[config.mk]
export PLATFORM = sky130hd
export DESIGN_NAME = pfc_current_loop
export DESIGN_NICKNAME = d
export VERILOG_FILES = /design/src/rtl/cl_pkg.sv /design/src/rtl/cl_error_former.sv /design/src/rtl/cl_pi_comp.sv /design/src/rtl/cl_pwm_timebase.sv /design/src/rtl/cl_gate_steer.sv /design/src/rtl/pfc_current_loop.sv
export SDC_FILE = /design/constraint.sdc
export NUM_CORES = 1
export LEC_CHECK = 0
export BUFFER_PORTS_ARGS = -buffer_cell sky130_fd_sc_hd__buf_2
export CORE_MARGIN = 8
export CORE_UTILIZATION = 60
export CTS_CLUSTER_SIZE = 16
export DETAILED_ROUTE_END_ITERATION = 6
export GPL_TIMING_DRIVEN = 0
export PLACE_DENSITY = 0.8
export SLEW_MARGIN = 30
export SYNTH_ARGS = -nofsm -noshare
export SYNTH_HDL_FRONTEND = slang
export SYNTH_SLANG_ARGS = --single-unit
[constraint.sdc]
create_clock -name clk -period 13 [get_ports clk]
set_clock_uncertainty 0.1 [all_clocks]
set_input_delay 2.6 -clock clk [delete_from_list [all_inputs] [get_ports clk]]
set_output_delay 2.6 -clock clk [all_outputs]
set_load 0.01 [all_outputs]
[src/rtl/cl_pkg.sv]
`timescale 1ns/1ps
// Shared types for the current-loop block: half-cycle polarity and the
// four-switch gate bundle of the bridge.
package cl_pkg;
    typedef enum logic {
        HALF_POS = 1'b0,
        HALF_NEG = 1'b1
    } half_e;

    typedef struct packed {
        logic fast_hi;
        logic fast_lo;
        logic slow_hi;
        logic slow_lo;
    } gate_t;
endpackage

[src/rtl/cl_error_former.sv]
`timescale 1ns/1ps
// Error former: removes the half-scale offset from the sensor sample,
// doubles it, and subtracts it from the reference with a polarity-chosen
// sign. Registers the error and polarity on the period start strobe.
// Assumes: full scale is 2^SW; start is a one-clock strobe.
module cl_error_former
    import cl_pkg::*;
#(
    parameter int SW = 12
) (
    input  logic                 clk,
    input  logic                 rst_n,
    input  logic                 en,
    input  logic                 start,
    input  logic signed [SW+1:0] iref,
    input  logic [SW-1:0]        sens,
    input  logic                 neg_half,
    output logic signed [SW+2:0] err_q,
    output logic                 err_v,
    output half_e                pol_q
);
    localparam int EW = SW + 3;

    logic signed [SW+1:0] fb;
    logic signed [EW-1:0] fb_x;
    logic signed [EW-1:0] ir_x;
    logic signed [EW-1:0] err_c;

    // Offset removal and doubling of the unipolar sample.
    always_comb begin
        fb   = $signed({1'b0, sens, 1'b0}) - $signed((SW+2)'(2**SW));
        fb_x = {fb[SW+1], fb};
        ir_x = {iref[SW+1], iref};
        err_c = neg_half ? (fb_x - ir_x) : (ir_x - fb_x);
    end

    // Capture error and polarity once per period.
    always_ff @(posedge clk) begin
        if (!rst_n || !en) begin
            err_q <= '0;
            err_v <= 1'b0;
            pol_q <= HALF_POS;
        end else begin
            err_v <= start;
            if (start) begin
                err_q <= err_c;
                pol_q <= neg_half ? HALF_NEG : HALF_POS;
            end
        end
    end
endmodule

[src/rtl/cl_pi_comp.sv]
`timescale 1ns/1ps
// PI compensator: floor-scaled proportional and integral terms, duty
// clamped to [0, 2^SW], integrator held when it would push a saturated
// output further into saturation. Updates on err_v; cleared when en is low.
// Assumes: gains unsigned, scaled by 2^-GSH.
module cl_pi_comp #(
    parameter int SW  = 12,
    parameter int GW  = 12,
    parameter int GSH = 8
) (
    input  logic                 clk,
    input  logic                 rst_n,
    input  logic                 en,
    input  logic                 err_v,
    input  logic signed [SW+2:0] err_in,
    input  logic [GW-1:0]        kp,
    input  logic [GW-1:0]        ki,
    output logic [SW:0]          duty_q
);
    localparam int EW = SW + 3;
    localparam int PW = GW + 1 + EW;
    localparam int IW = PW + 2;
    localparam logic signed [IW-1:0] ONE_W = IW'(2**SW);
    localparam logic [SW:0]          ONE_D = (SW+1)'(2**SW);

    logic signed [PW-1:0] kp_x, ki_x, err_x;
    logic signed [PW-1:0] p_prod, i_prod, p_term, i_term;
    logic signed [IW-1:0] p_ext, i_ext;
    logic signed [IW-1:0] integ, integ_nxt, u;
    logic                 sat_hi, sat_lo;
    logic                 err_pos, err_neg, hold;
    logic                 u_hi, u_lo;
    logic [SW:0]          duty_c;

    // Scaled products with arithmetic (floor) shift.
    always_comb begin
        kp_x   = {{(PW-GW){1'b0}}, kp};
        ki_x   = {{(PW-GW){1'b0}}, ki};
        err_x  = {{(PW-EW){err_in[EW-1]}}, err_in};
        p_prod = kp_x * err_x;
        i_prod = ki_x * err_x;
        p_term = p_prod >>> GSH;
        i_term = i_prod >>> GSH;
        p_ext  = {{(IW-PW){p_term[PW-1]}}, p_term};
        i_ext  = {{(IW-PW){i_term[PW-1]}}, i_term};
    end

    // Directional anti-windup decision and new integrator value.
    always_comb begin
        err_neg   = err_in[EW-1];
        err_pos   = !err_in[EW-1] && (err_in != '0);
        hold      = (sat_hi && err_pos) || (sat_lo && err_neg);
        integ_nxt = hold ? integ : (integ + i_ext);
        u         = p_ext + integ_nxt;
    end

    // Output clamp to the duty range.
    always_comb begin
        u_lo = u[IW-1];
        u_hi = (u > ONE_W);
        if (u_lo)      duty_c = '0;
        else if (u_hi) duty_c = ONE_D;
        else           duty_c = (SW+1)'(u);
    end

    // State update once per period; cleared while disabled.
    always_ff @(posedge clk) begin
        if (!rst_n || !en) begin
            integ  <= '0;
            sat_hi <= 1'b0;
            sat_lo <= 1'b0;
            duty_q <= '0;
        end else if (err_v) begin
            integ  <= integ_nxt;
            sat_hi <= u_hi;
            sat_lo <= u_lo;
            duty_q <= duty_c;
        end
    end
endmodule

[src/rtl/cl_pwm_timebase.sv]
`timescale 1ns/1ps
// PWM time base: free-running period counter while enabled, period-start
// strobe, and shadow-to-active transfer of duty and polarity at the wrap.
// Assumes: SW >= CW; counter held at zero while disabled.
module cl_pwm_timebase
    import cl_pkg::*;
#(
    parameter int SW = 12,
    parameter int CW = 10
) (
    input  logic          clk,
    input  logic          rst_n,
    input  logic          en,
    input  logic [SW:0]   duty_in,
    input  half_e         pol_in,
    output logic          start_o,
    output logic [CW-1:0] cnt_o,
    output logic [CW:0]   dact_o,
    output half_e         pol_o,
    output logic          armed_o
);
    localparam int          SHIFT = SW - CW;
    localparam logic [CW-1:0] PMAX = {CW{1'b1}};

    logic [CW:0] dsc;

    // Rescale the duty to counter resolution.
    generate
        if (SHIFT > 0) begin : g_scale
            assign dsc = (CW+1)'(duty_in >> SHIFT);
        end else begin : g_direct
            assign dsc = duty_in;
        end
    endgenerate

    assign start_o = en && (cnt_o == '0);

    // Counter and wrap-aligned loading of the active duty and polarity.
    always_ff @(posedge clk) begin
        if (!rst_n || !en) begin
            cnt_o   <= '0;
            dact_o  <= '0;
            pol_o   <= HALF_POS;
            armed_o <= 1'b0;
        end else begin
            cnt_o <= cnt_o + 1'b1;
            if (cnt_o == PMAX) begin
                dact_o  <= dsc;
                pol_o   <= pol_in;
                armed_o <= 1'b1;
            end
        end
    end
endmodule

[src/rtl/cl_gate_steer.sv]
`timescale 1ns/1ps
// Gate steering: compares counter with active duty and routes the
// modulated signal and its complement to the fast leg, holding one slow-leg
// switch on by polarity. Outputs registered; all off until armed.
// Assumes: dead time is inserted downstream.
module cl_gate_steer
    import cl_pkg::*;
#(
    parameter int CW = 10
) (
    input  logic          clk,
    input  logic          rst_n,
    input  logic          en,
    input  logic          armed,
    input  logic [CW-1:0] cnt,
    input  logic [CW:0]   dact,
    input  half_e         pol,
    output gate_t         gates_q
);
    logic pwm_on;

    // Modulated signal: high for the first dact counts.
    assign pwm_on = ({1'b0, cnt} < dact);

    // Polarity-dependent routing onto the four switches.
    always_ff @(posedge clk) begin
        if (!rst_n || !en || !armed) begin
            gates_q <= '0;
        end else if (pol == HALF_NEG) begin
            gates_q.fast_hi <= pwm_on;
            gates_q.fast_lo <= !pwm_on;
            gates_q.slow_hi <= 1'b1;
            gates_q.slow_lo <= 1'b0;
        end else begin
            gates_q.fast_hi <= !pwm_on;
            gates_q.fast_lo <= pwm_on;
            gates_q.slow_hi <= 1'b0;
            gates_q.slow_lo <= 1'b1;
        end
    end
endmodule

[src/rtl/pfc_current_loop.sv]
`timescale 1ns/1ps
// Current loop top: error former -> PI -> PWM time base -> gate steering.
// One loop update per PWM period; new duty active from the next wrap.
// Assumes: SW >= CW >= 2, synchronous active-low reset.
module pfc_current_loop
    import cl_pkg::*;
#(
    parameter int SW  = 12,
    parameter int CW  = 10,
    parameter int GW  = 12,
    parameter int GSH = 8
) (
    input  logic                 clk,
    input  logic                 rst_n,
    input  logic                 enable,
    input  logic signed [SW+1:0] i_ref,
    input  logic [SW-1:0]        sense,
    input  logic                 neg_half,
    input  logic [GW-1:0]        kp,
    input  logic [GW-1:0]        ki,
    output logic                 gate_fast_hi,
    output logic                 gate_fast_lo,
    output logic                 gate_slow_hi,
    output logic                 gate_slow_lo
);
    logic                 start;
    logic signed [SW+2:0] err_q;
    logic                 err_v;
    half_e                pol_smp, pol_act;
    logic [SW:0]          duty_nxt;
    logic [CW-1:0]        pwm_cnt;
    logic [CW:0]          duty_act;
    logic                 armed;
    gate_t                gates;

    cl_error_former #(.SW(SW)) u_err (
        .clk(clk), .rst_n(rst_n), .en(enable), .start(start),
        .iref(i_ref), .sens(sense), .neg_half(neg_half),
        .err_q(err_q), .err_v(err_v), .pol_q(pol_smp)
    );

    cl_pi_comp #(.SW(SW), .GW(GW), .GSH(GSH)) u_pi (
        .clk(clk), .rst_n(rst_n), .en(enable), .err_v(err_v),
        .err_in(err_q), .kp(kp), .ki(ki), .duty_q(duty_nxt)
    );

    cl_pwm_timebase #(.SW(SW), .CW(CW)) u_tb (
        .clk(clk), .rst_n(rst_n), .en(enable),
        .duty_in(duty_nxt), .pol_in(pol_smp),
        .start_o(start), .cnt_o(pwm_cnt), .dact_o(duty_act),
        .pol_o(pol_act), .armed_o(armed)
    );

    cl_gate_steer #(.CW(CW)) u_steer (
        .clk(clk), .rst_n(rst_n), .en(enable), .armed(armed),
        .cnt(pwm_cnt), .dact(duty_act), .pol(pol_act), .gates_q(gates)
    );

    assign gate_fast_hi = gates.fast_hi;
    assign gate_fast_lo = gates.fast_lo;
    assign gate_slow_hi = gates.slow_hi;
    assign gate_slow_lo = gates.slow_lo;
endmodule

==> impl_metrics.env, run 1 <==
export IMPL_seq_area_frac_synth_pct=8.33
export IMPL_drive_above_1_share_pct=7.60
export IMPL_cts_tree="built"
export IMPL_grtUsageMet2_pct=47.6
export IMPL_tightest_slew_ns=0.830
export IMPL_initial_core_util_pct=60.7
export IMPL_synthTopCellsByArea="fa_1 (32%), ha_1 (13%), inv_1 (8.8%)"
export IMPL_port_buffers=56
export IMPL_dp_cells=3016
export IMPL_drc_errors=0
export IMPL_num_vias=17500
export IMPL_core_area_mm2=0.0345
export IMPL_die_area_mm2=0.0411
export IMPL_place_hpwl_um=47100
export IMPL_nNetsFinal=3197
export IMPL_yosys_warnings=0
export IMPL_cts_made_buffers=9
export IMPL_path_class="in -> reg"
export IMPL_root_buffer="clkbuf_16"
export IMPL_ys_ff_latch=87
export IMPL_fin_util_pct=65.6
export IMPL_rrSetupSlack_ns=1.44
export IMPL_synthFlopType="dfxtp_1"
export IMPL_start_kind="primary input"
export IMPL_syn2layout_area_growth_pct=8.02
export IMPL_wl_um=56100
export IMPL_hold_buffers=0
export IMPL_cpMaxStageDelayCell="fa_1"
export IMPL_die_h_um=203
export IMPL_setup_viol=0
export IMPL_gr_total_overflow=0
export IMPL_setup_tns_ns=0
export IMPL_clockBufferDepth=2
export IMPL_place_gp_congestion=0.943
export IMPL_placementRows=68
export IMPL_fmax_ghz=0.0790
export IMPL_synth_top_cell_by_area="fa_1"
export IMPL_htreeDepth=3
export IMPL_relSlewSlack_pct=44.6
export IMPL_synth_cells=2505
export IMPL_critPathTopFamily="adder cells"
export IMPL_hold_viol_final=0
export IMPL_worstPathArrival_ns=12.86
export IMPL_synth_edf_count=0
export IMPL_n_antenna_cell=0
export IMPL_ir_worst_vdd_mv=0.146
export IMPL_final_cell_mix="inv_1 (491), fa_1 (337), nand2_1 (263)"
export IMPL_met3_usage_pct=3.97
export IMPL_final_cell_count_no_fill=3047
export IMPL_path_max_fanout=10
export IMPL_insertion_delay_ns=0.35
export IMPL_grt_pass1_vias=18200
export IMPL_firstDrtPassIters=6
export IMPL_synth_async_reset_ratio_pct=0
export IMPL_grt_first_pass_wirelength_um=91500
export IMPL_wl_per_cell_um=18.4
export IMPL_slowest_delay_ns=0.54
export IMPL_syn_area_mm2=0.0209
export IMPL_avgSynthCellArea_um2=8.35
export IMPL_finalCritPeriodShare_pct=97.4
export IMPL_synth_nets=3115
export IMPL_totalPowerFinal_mw=2.02
export IMPL_crit_required_ns=13.19
export IMPL_cpMostUsedCell="fa_1"
export IMPL_drtIter0Drc=1087
export IMPL_worst_hold_path_type="reg -> reg"
export IMPL_final_max_slew_viol_count=0
export IMPL_path_buf_inv=8
export IMPL_ys_types=82
export IMPL_period_minus_slack_ns=12.67
export IMPL_synth_top_area_share_pct=32.3
export IMPL_vias_per_cell=5.74
export IMPL_grt_util_all_layers_pct=27.6
export IMPL_clk_transition_reported_paths_ns=0.07
export IMPL_met1_usage_pct=33.6
export IMPL_antenna_found_initial=0
export IMPL_max_cap_violations=0
export IMPL_dieWidth_um=203
export IMPL_top_usage_layer="met2"
export IMPL_end_kind="register"
export IMPL_grt_max_degree=20
export IMPL_pwr_density_cell_mw_per_mm2=89.3
export IMPL_outcome="completed"
export IMPL_io_pins=58
export IMPL_drt_antenna_violating_nets=0
export IMPL_clkSinkCount=87
export IMPL_p_leak_nw=11.5
export IMPL_final_common_cell="inv_1"
registers in the layout, indices dropped and copies added, names as in the netlist:
name and cells:
u_tb.armed_o 1, u_tb.dact_o 11, u_err.err_v 1, u_err.err_q 15, u_tb.pol_o 1, u_pi.duty_q 11, u_err.pol_q 1, u_pi.sat_hi 1
u_tb.cnt_o 10, u_steer.gates_q 4, u_pi.sat_lo 1, u_pi.integ 30
metrics by stage:
stage	worst slack (ns)	hold WS [ns]	instance area, um^2
after floorplan	0.466	0.329	20900
after global placement	-0.966	0.352	21800
after detailed placement	-1.09	0.348	21800
after CTS	0.0403	0.368	22200
after global routing	-0.113	0.388	22600
final	0.334	0.370	22600
Yosys cell counts (all sizes together) (3+ instances only):
master / number
o31ai: 7
nor2b: 17
a211oi: 21
o211ai: 9
nor3b: 3
a21oi: 132
nor2: 176
a31oi: 15
inv: 493
and2: 183
nand2: 264
o21bai: 10
a31o: 3
a211o: 4
nand2b: 15
mux2i: 29
a221oi: 4
o21a: 20
xor2: 34
mux2: 4
o211a: 4
clkbuf: 84
or4: 3
o21ai: 60
or3: 8
o31a: 4
nand3: 13
nor3: 35
nor4: 9
dfxtp: 87
o22ai: 4
ha: 218
fa: 338
or2: 6
and4: 5
xnor2: 63
buf: 4
nand4: 19
a2111oi: 3
a21o: 45
and3: 18
cell type report:
class | instances | area [um^2]
plain buffers | 81 | 320
clock buffers | 9 | 225
clock inverters | 7 | 81.3
fillers | 2856 | 11900
inverters | 494 | 1850
multi-input cells | 1836 | 17300
flip-flops and latches | 87 | 1740
well taps | 455 | 569
repair buffers | 78 | 479
worst min-delay path, delay by kind of cell (launching register included):
family / cells / cell delay (ns)
AOI/OAI and AO/OA: 1 / 0.05
DFF: 1 / 0.32
and+or+nand+nor: 1 / 0.07
routing by layer:
metal,wire (um),vias up
met4,3060,0
met2,27200,654
met5,0,-
met1,21800,8607
li1,-,8050
met3,4070,183
power breakdown:
group	leakage, nW	internal [mW]	total, mW	switching (mW)
Clock	0.150	0.138	0.267	0.129
Combinational	10.7	0.571	1.47	0.898
Sequential	0.703	0.271	0.282	0.0107
Total	11.5	0.980	2.02	1.04
repair_timing:
item | CTS | global route
setup buffers | 4 | 17
gates cloned | 0 | 1
pin swaps | 5 | 37
resized for setup | 12 | 68
endpoints found under the setup margin | 13 | 13
cells by family after synthesis:
| group | Yosys count | share of synthesized area [%] |
|---|---|---|
| compound gates | 369 | 11.8 |
| xor+xnor | 98 | 4.17 |
| fa+ha+maj | 556 | 45.4 |
| buf+inv | 582 | 10.5 |
| flops | 87 | 8.33 |
| mux | 33 | 1.66 |
| simple gates | 780 | 18.2 |
worst paths after layout:
kind,startpoint,endpoint,cells past startpoint
setup / recovery,ki[9],u_pi.duty_q[11],48
hold / removal,u_pi.duty_q[10],u_pi.duty_q[10],2
setup reg to reg,u_err.err_q[14],u_pi.duty_q[11],50
hold reg to reg,u_pi.duty_q[10],u_pi.duty_q[10],2
Note: power is estimated with default switching activity, not from simulation.
==> inputs of run 2 (changes only) <==
--- a/config.mk
+++ b/config.mk
@@ -6,7 +6,6 @@
 export NUM_CORES = 1
 export LEC_CHECK = 0
 export BUFFER_PORTS_ARGS = -buffer_cell sky130_fd_sc_hd__buf_2
-export CORE_MARGIN = 8
 export CORE_UTILIZATION = 60
 export CTS_CLUSTER_SIZE = 16
 export DETAILED_ROUTE_END_ITERATION = 6
==> impl_metrics.env, run 2 (synthesis results as in run 1) <==
export IMPL_outcome="completed"
export IMPL_root_buffer="clkbuf_16"
export IMPL_grt_pass1_vias=18200
export IMPL_syn2layout_area_growth_pct=8.21
export IMPL_p_int_mw=0.989
export IMPL_dp_slack_ns=-1.03
export IMPL_final_cell_mix="inv_1 (492), fa_1 (338), nand2_1 (263)"
export IMPL_path_class="in -> reg"
export IMPL_place_hpwl_um=46900
export IMPL_tightest_slew_ns=0.871
export IMPL_pwr_density_cell_mw_per_mm2=90.9
export IMPL_relSlewSlack_pct=41.9
export IMPL_placed_cell_area_mm2=0.0218
export IMPL_slowest_delay_ns=0.55
export IMPL_hp_start="u_pi.duty_q[10]"
export IMPL_final_max_slew_viol_count=0
export IMPL_fin_area_mm2=0.0226
export IMPL_dieWidth_um=189
export IMPL_die_area_mm2=0.0356
export IMPL_r2r_start="u_err.err_q[14]"
export IMPL_cts_tree="built"
export IMPL_die_h_um=189
export IMPL_vias_per_cell=5.74
export IMPL_worst_hold_path_type="reg -> reg"
export IMPL_start_kind="primary input"
export IMPL_totalPowerFinal_mw=2.06
export IMPL_n_antenna_cell=0
export IMPL_drtIter0Drc=1111
export IMPL_top_regs="u_pi.integ: 30 flops, u_err.err_q: 15 flops"
export IMPL_firstDrtPassIters=7
export IMPL_insertion_delay_ns=0.35
export IMPL_dp_cells=3016
export IMPL_placementRows=68
export IMPL_critPathTopFamily="adder cells"
export IMPL_worstPathArrival_ns=12.88
export IMPL_fin_util_pct=65.7
export IMPL_setup_viol=0
export IMPL_drc_errors=0
export IMPL_p_sw_mw=1.07
export IMPL_crit_required_ns=13.18
export IMPL_finalCritPeriodShare_pct=97.7
export IMPL_wl_per_cell_um=18.6
export IMPL_ir_worst_vdd_mv=0.125
export IMPL_grt_max_degree=20
export IMPL_cpMostUsedCell="fa_1"
export IMPL_nNetsFinal=3199
export IMPL_clockBufferDepth=2
export IMPL_clk_transition_reported_paths_ns=0.07
export IMPL_max_cap_violations=0
export IMPL_period_minus_slack_ns=12.70
export IMPL_seq_power_share_pct=13.8
export IMPL_final_cell_count_no_fill=3049
export IMPL_io_pins=58
export IMPL_hold_viol_final=0
export IMPL_cts_made_buffers=9
export IMPL_place_gp_congestion=0.982
export IMPL_largest_register_ff_count=30
export IMPL_num_vias=17500
export IMPL_clkSinkCount=87
export IMPL_antenna_found_initial=0
export IMPL_core_area_mm2=0.0345
export IMPL_largest_register="u_pi.integ"
export IMPL_swShare_pct=52.0
export IMPL_p_leak_nw=11.5
export IMPL_htreeDepth=3
export IMPL_setup_tns_ns=0
export IMPL_fin_ws_ns=0.302
export IMPL_drt_antenna_violating_nets=0
export IMPL_grt_first_pass_wirelength_um=92200
export IMPL_grt_util_all_layers_pct=32.8
export IMPL_path_buf_inv=7
export IMPL_gr_total_overflow=0
export IMPL_wl_um=56600
export IMPL_initial_core_util_pct=60.7
export IMPL_cp_startpoint="ki[2]"
export IMPL_comb_power_share_pct=73.4
export IMPL_hold_ws_ns=0.379
export IMPL_final_common_cell="inv_1"
export IMPL_cpMaxStageDelayCell="fa_1"
export IMPL_p_clk_share_pct=12.9
export IMPL_end_kind="register"
export IMPL_path_max_fanout=10
export IMPL_drive_above_1_share_pct=7.90
export IMPL_port_buffers=56
export IMPL_fmax_ghz=0.0788
run 2: tightest hold or removal path: stages, from the launching register on:
cell,delay [ns]
dfxtp_1,0.32
nand2_1,0.07
o21ai_2,0.05
run 2: worst paths after layout:
kind | slack, ns | to | cells past startpoint
worst max-delay path | 0.30 | u_pi.duty_q[9] | 46
worst min-delay path | 0.38 | u_pi.duty_q[10] | 2
worst max register to register | 1.41 | u_pi.duty_q[9] | 48
worst min register to register | 0.38 | u_pi.duty_q[10] | 2
run 2: final cells by class:
type / count / area, um^2
Inverter: 494 / 1850
Tap cell: 455 / 569
Fill cell: 2903 / 11800
Clock inverter: 7 / 81.3
Sequential cell: 87 / 1740
Timing Repair Buffer: 79 / 483
Clock buffer: 9 / 225
Multi-Input combinational cell: 1836 / 17400
Buffer: 82 / 318
run 2: per-layer routing:
metal / routed length [um] / share of wire [%] / global-route usage (%)
met5: 0 / 0 / 0
met3: 4140 / 7.3 / 4.97
met1: 22000 / 39 / 40.3
met4: 2840 / 5.0 / 15.2
met2: 27700 / 49 / 56.5
run 2: what timing repair did:
action                     4_1_cts  5_1_grt
setup endpoints to repair       13       13
gates resized for setup         17       69
hold buffers                     0        0
cloned                           0        1
pin swaps                        4       38
setup buffers                    4       18
run 2: power groups by stage:
stage	Combinational, mW	Sequential (mW)	Clock [mW]
final	1.51	0.283	0.265
after floorplan	1.02	0.281	0
after global routing	1.65	0.283	0.278
after CTS	1.39	0.282	0.268
after global placement	1.33	0.288	0
after detailed placement	1.36	0.288	0
